### src/rtl/sgs_pkg.sv
package sgs_pkg;
  typedef enum logic [1:0] {
    SG_IDLE     = 2'd0,
    SG_CAPTURED = 2'd1,
    SG_SELECTED = 2'd2,
    SG_RELEASE  = 2'd3
  } sg_state_e;

  // Trigger may drop only once both interface lines are inactive.
  function automatic logic trig_may_drop(input logic gate, input logic strobe);
    return !gate && !strobe;
  endfunction

  // A return tag is due once the envelope age reaches the delay.
  function automatic logic tag_due(input int unsigned age, input int unsigned dly);
    return age == dly;
  endfunction
endpackage

### src/rtl/sgs_sync2.sv
module sgs_sync2 #(
  parameter int WIDTH = 2
) (
  input  logic             clk,
  input  logic             rst_n,
  input  logic [WIDTH-1:0] d_async,
  output logic [WIDTH-1:0] q_sync
);
  logic [WIDTH-1:0] stage1;
  logic [WIDTH-1:0] stage2;

  for (genvar b = 0; b < WIDTH; b++) begin : g_bit
    always_ff @(posedge clk or negedge rst_n) begin
      if (!rst_n) begin
        stage1[b] <= 1'b0;
        stage2[b] <= 1'b0;
      end else begin
        stage1[b] <= d_async[b];
        stage2[b] <= stage1[b];
      end
    end
  end

  assign q_sync = stage2;
endmodule

### src/rtl/sgs_ret_delay.sv
module sgs_ret_delay #(
  parameter int RET_DELAY = 2
) (
  input  logic clk,
  input  logic rst_n,
  input  logic clr,
  input  logic env,
  output logic tag
);
  localparam int CW = $clog2(RET_DELAY + 2);
  localparam logic [CW-1:0] DLY = CW'(RET_DELAY);

  logic [CW-1:0] age;

  always_ff @(posedge clk or negedge rst_n) begin
    if (!rst_n)              age <= '0;
    else if (clr || !env)    age <= '0;
    else if (age != DLY)     age <= age + 1'b1;
  end

  assign tag = env && sgs_pkg::tag_due(32'(age), 32'(RET_DELAY));

  if (RET_DELAY > 0) begin : g_chk

    tag_not_early_chk: assert property (@(posedge clk) disable iff (!rst_n)
      $rose(env) |-> !tag);
  end
endmodule

### src/rtl/sgs_fsm.sv
module sgs_fsm
  import sgs_pkg::*;
(
  input  logic      clk,
  input  logic      rst_n,
  input  logic      rst_any,
  input  logic      poll_claim,
  input  logic      gate_s,
  input  logic      strobe_s,
  output sg_state_e st,
  output logic      trig,
  output logic      poll_q
);
  sg_state_e nxt;

  always_comb begin
    nxt = st;
    unique case (st)
      SG_IDLE:     if (poll_q && gate_s) nxt = SG_CAPTURED;
      SG_CAPTURED: nxt = SG_SELECTED;
      SG_SELECTED,
      SG_RELEASE: begin
        if (trig_may_drop(gate_s, strobe_s)) nxt = SG_IDLE;
        else if (!gate_s)                    nxt = SG_RELEASE;
      end
      default:     nxt = SG_IDLE;
    endcase
    if (rst_any) nxt = SG_IDLE;
  end

  always_ff @(posedge clk or negedge rst_n) begin
    if (!rst_n) st <= SG_IDLE;
    else        st <= nxt;
  end

  assign trig = (st != SG_IDLE);

  // Poll latch is cleared by the settled trigger, never by its set condition.
  always_ff @(posedge clk or negedge rst_n) begin
    if (!rst_n)                poll_q <= 1'b0;
    else if (rst_any || trig)  poll_q <= 1'b0;
    else if (poll_claim)       poll_q <= 1'b1;
  end


  latch_clear_chk: assert property (@(posedge clk) disable iff (!rst_n)
    trig |=> !poll_q);

  captured_once_chk: assert property (@(posedge clk) disable iff (!rst_n)
    (st == SG_CAPTURED && !rst_any) |=> st == SG_SELECTED);

  release_hold_chk: assert property (@(posedge clk) disable iff (!rst_n)
    (st == SG_RELEASE && strobe_s && !rst_any) |=> st == SG_RELEASE);
endmodule

### src/rtl/svc_gate_seq.sv
module svc_gate_seq
  import sgs_pkg::*;
#(
  parameter int NUM_RST   = 3,
  parameter int RET_DELAY = 2
) (
  input  logic               clk,
  input  logic               rst_n,
  input  logic               poll_claim,
  input  logic               svc_gate_a,
  input  logic               dstrobe_a,
  input  logic [NUM_RST-1:0] chan_rst,
  output logic [1:0]         state,
  output logic               capture_trig,
  output logic               poll_latched,
  output logic               gate_env,
  output logic               strobe_env,
  output logic               gate_ret,
  output logic               strobe_ret
);
  localparam int NUM_TAGS = 2;

  logic [1:0]          line_s;
  logic                gate_s;
  logic                strobe_s;
  logic                rst_any;
  sg_state_e           st;
  logic [NUM_TAGS-1:0] env_raw;
  logic [NUM_TAGS-1:0] env_vec;
  logic [NUM_TAGS-1:0] tag_vec;

  sgs_sync2 #(.WIDTH(2)) u_sync (
    .clk     (clk),
    .rst_n   (rst_n),
    .d_async ({dstrobe_a, svc_gate_a}),
    .q_sync  (line_s)
  );

  assign gate_s   = line_s[0];
  assign strobe_s = line_s[1];
  assign rst_any  = |chan_rst;

  sgs_fsm u_fsm (
    .clk        (clk),
    .rst_n      (rst_n),
    .rst_any    (rst_any),
    .poll_claim (poll_claim),
    .gate_s     (gate_s),
    .strobe_s   (strobe_s),
    .st         (st),
    .trig       (capture_trig),
    .poll_q     (poll_latched)
  );

  assign env_raw = {capture_trig && strobe_s, capture_trig && gate_s};
  assign env_vec = rst_any ? '0 : env_raw;

  for (genvar t = 0; t < NUM_TAGS; t++) begin : g_tag
    sgs_ret_delay #(.RET_DELAY(RET_DELAY)) u_dly (
      .clk   (clk),
      .rst_n (rst_n),
      .clr   (rst_any),
      .env   (env_vec[t]),
      .tag   (tag_vec[t])
    );
  end

  assign state      = st;
  assign gate_env   = env_vec[0];
  assign strobe_env = env_vec[1];
  assign gate_ret   = tag_vec[0];
  assign strobe_ret = tag_vec[1];


  capture_src_chk: assert property (@(posedge clk) disable iff (!rst_n)
    $rose(capture_trig) |-> $past(gate_s && poll_latched));

  no_stray_ret_chk: assert property (@(posedge clk) disable iff (!rst_n)
    (strobe_ret || gate_ret) |-> capture_trig);

  chan_rst_idle_chk: assert property (@(posedge clk) disable iff (!rst_n)
    rst_any |=> (st == SG_IDLE && !poll_latched));

  chan_rst_degate_chk: assert property (@(posedge clk) disable iff (!rst_n)
    rst_any |-> !(gate_ret || strobe_ret));
endmodule

### config.mk
export PLATFORM = sky130hd
export DESIGN_NAME = svc_gate_seq
export DESIGN_NICKNAME = d
export VERILOG_FILES = /design/src/rtl/sgs_pkg.sv /design/src/rtl/sgs_sync2.sv /design/src/rtl/sgs_ret_delay.sv /design/src/rtl/sgs_fsm.sv /design/src/rtl/svc_gate_seq.sv
export SDC_FILE = /design/constraint.sdc
export NUM_CORES = 1
export LEC_CHECK = 0
export BUFFER_PORTS_ARGS = -buffer_cell sky130_fd_sc_hd__buf_4
export CORE_AREA = 2 2 39 41
export CTS_CLUSTER_DIAMETER = 40
export DETAILED_ROUTE_END_ITERATION = 8
export DIE_AREA = 0 0 41 43
export GPL_TIMING_DRIVEN = 1
export HOLD_SLACK_MARGIN = 0.05
export PLACE_DENSITY = 0.73
export SETUP_SLACK_MARGIN = 0.5
export SKIP_LAST_GASP = 1
export SLEW_MARGIN = 5
export SYNTH_ARGS = -nofsm -noshare
export SYNTH_HDL_FRONTEND = slang
export SYNTH_SLANG_ARGS = --single-unit
### constraint.sdc
create_clock -name clk -period 1.6 [get_ports clk]
set_input_delay 0 -clock clk [delete_from_list [all_inputs] [get_ports clk]]
set_output_delay 0 -clock clk [all_outputs]
set_load 0.02 [all_outputs]
==> flow_metrics.tcl <==
set metrics [dict create \
    status "finished, final reports clean" \
    routed_via_density 4.931 \
    wl_mm 1.025 \
    multiInputGateArea_um2 294.0 \
    fmax_mhz 779.4 \
    required_ns 1.76 \
    stdcell_count 87 \
    finalCriticalPeriod_ns 1.283 \
    core_area_um2 1384 \
    cts_sinks 11 \
    yosys-top-cells-area "dfrtp_1, nor4_2, a2111oi_2" \
    setup_violations 0 \
    critPathMaxFanout 2 \
    dr.pass1.iters 4 \
    drc 0 \
    worstSetupPathType "flop to flop" \
    busiest_layer "met2" \
    syn_nets 52 \
    grt_max_degree 12 \
    min_path_type "primary input to asynchronous set/reset pin" \
    routedWlPerCell_um 11.78 \
    final_layout_size_suffix_gt1_share_pct 64.79 \
    synth_area_um2 541.8 \
    synth_top_area_cell "dfrtp_1" \
    cts_tree "built" \
    clk_pin_slew_worst_paths_ns 0.07 \
    grt_util_met1_pct 16.95 \
    powerDensity_nw_per_um2 609.0 \
    slew_viol_final 0 \
    antenna_left 0 \
    rows 14 \
    power.leakage_nw 0.3774 \
    dp.cells 72 \
    syn2layout_area_growth_pct 57.04 \
    grtUsageTotal_pct 13.98 \
    synth_common_cells "dfrtp_1, inv_1, nor4_2" \
    yosysSeqAreaShare_pct 50.81 \
    drt_iter0_drc 7 \
    clock-root-buffer "clkbuf_4" \
    n_fill_cell 110 \
    critPathMaxStageDelay_ns 0.40 \
    synth_edf_count 0 \
    synth_ff_type "dfrtp_1" \
    ctsHtreeMaxLevel 1 \
    cp_num_buf_inv 1 \
    worst_pin_slew_ns 0.3021 \
    ys_warn_count 0 \
    fin_crit_sh_pct 80.19 \
    die_area_um2 1763 \
    yosysUniqueCellTypes 19 \
    place_hpwl_um 682 \
    grt_pass1_vias 398 \
    synthCells 42 \
    synth-seq-cells 11 \
    ios 16 \
    cts_buffers 3 \
    grt_util_met2_pct 20.63 \
    yosysMostFrequentCell "dfrtp_1" \
    critPathSlowestCell "dfrtp_1" \
    power_mw 0.5182 \
    finClkSkew_ns 0.0009119 \
    antenna_cells 0 \
    relSlewSlack_pct 79.81 \
    final_core_util_pct 61.48 \
    netlist.area_leader.share_pct 50.81 \
    die_width_um 41 \
    io_buffers 15 \
    vias 429 \
    ys_async_sr_fraction_pct 100.0 \
    path_cells "inv_2, ha_4, or2_1, a2111oi_2" \
    cpLargestDelayFamily "flip-flops" \
    gp_congestion 0.6775 \
    die_h_um 43 \
    peakVddDrop_uv 475.2 \
    fin_nets 82 \
    hold_viol_final 0 \
    timing.hold.ws_ns 0.09664 \
    worst_setup_path_end_kind "flop" \
    worstSkewPairLatency_ns 0.27 \
    rsz0062_at_grt "true" \
    grt_pass1_wl_mm 1.621 \
    clk_path_buf_depth 2 \
    overflow 0 \
    initial_core_util_pct 39.15 \
    syn_area_per_cell_um2 12.90 \
    finalSetupTns_ns 0 \
    use_met3_pct 6.283 \
    regArea_um2 277.8 \
    antenna_found_initial 0 \
    cap_violations 0 \
    critPathLaunchType "flop" \
    critPathArrivalTime_ns 1.44 \
]
==> state kept, by name, summed over array words and instances, names as in the netlist <==
name and count:
u_fsm.st 2, g_tag.u_dly.age 4, u_sync.stage1 2, u_sync.q_sync 2
u_fsm.poll_q 1
==> per-stage QoR <==
stage | setup slack, ns | instance area, um^2
floorplan | 0.3670 | 565.5
global placement | 0.3461 | 686.9
detailed placement | 0.2964 | 686.9
CTS | 0.2798 | 810.8
global route | 0.2318 | 850.8
finish | 0.3170 | 850.8
==> worst paths after layout <==
path                       cells after the start  slack (ns)                                 to                               from
max in group asynchronous                      2        1.34            u_fsm.st[0]$_DFFE_PN0P_                              rst_n
min                                            2         0.1  g_tag[1].u_dly.age[1]$_DFFE_PN0P_                              rst_n
min reg2reg                                    0        0.35         u_sync.q_sync[1]$_DFF_PN0_         u_sync.stage1[1]$_DFF_PN0_
min in group clk                               3        0.13  g_tag[1].u_dly.age[1]$_DFFE_PN0P_                        chan_rst[2]
max                                            4        0.32  g_tag[0].u_dly.age[1]$_DFFE_PN0P_  g_tag[0].u_dly.age[0]$_DFFE_PN0P_
max reg2reg                                    4        0.32  g_tag[0].u_dly.age[1]$_DFFE_PN0P_  g_tag[0].u_dly.age[0]$_DFFE_PN0P_
==> final cells by class <==
type                       count  area share [%]
tap                           16           2.353
clock buffer                   3           2.647
inverter                       5           2.206
clock inverter                 1          0.5882
multi-input combinational     25           34.56
sequential                    11           32.65
timing repair buffer          26           25.00
==> repair_timing <==
action | 4_1_cts | 5_1_grt
gates resized for setup | 5 | 8
hold endpoints to repair | 14 | 0
pin swaps | 1 | 4
setup endpoints to repair | 7 | 9
hold buffers | 4 | 0
buffers inserted | 5 | 2
==> power by group <==
| part | internal (mW) | total, mW | switching, mW |
|---|---|---|---|
| logic | 0.0230 | 0.0462 | 0.0232 |
| clock network | 0.0925 | 0.185 | 0.0923 |
| registers | 0.284 | 0.287 | 0.00339 |
==> placed cells by master (no fill, tap or decap), types with 2 or more instances in the layout <==
cell and count:
buf_6 2, or2_1 2, nand2_1 2, buf_4 20
a2111oi_2 2, dfrtp_2 2, nor4_2 3, dlygate4sd3_1 4
clkbuf_4 3, nor4b_4 2, ha_4 2, dfrtp_1 9
nor3_2 2, inv_2 4, xor2_1 2
==> layer usage <==
metal / wire length [um] / up-vias
li1: - / 211
met1: 426 / 204
met2: 531 / 12
met3: 60 / 2
met4: 6 / 0
met5: 0 / -
==> logic make-up (layout without fill, tap and decap cells) <==
kind of cell	Yosys count	after routing	share of synthesized area [%]
simple gates	17	17	26.33
xor+xnor	2	2	3.234
buf+inv	6	35	5.543
fa+ha+maj	2	2	4.618
flops	11	11	50.81
compound gates	4	4	9.469
Note: power is estimated with default switching activity, not from simulation.
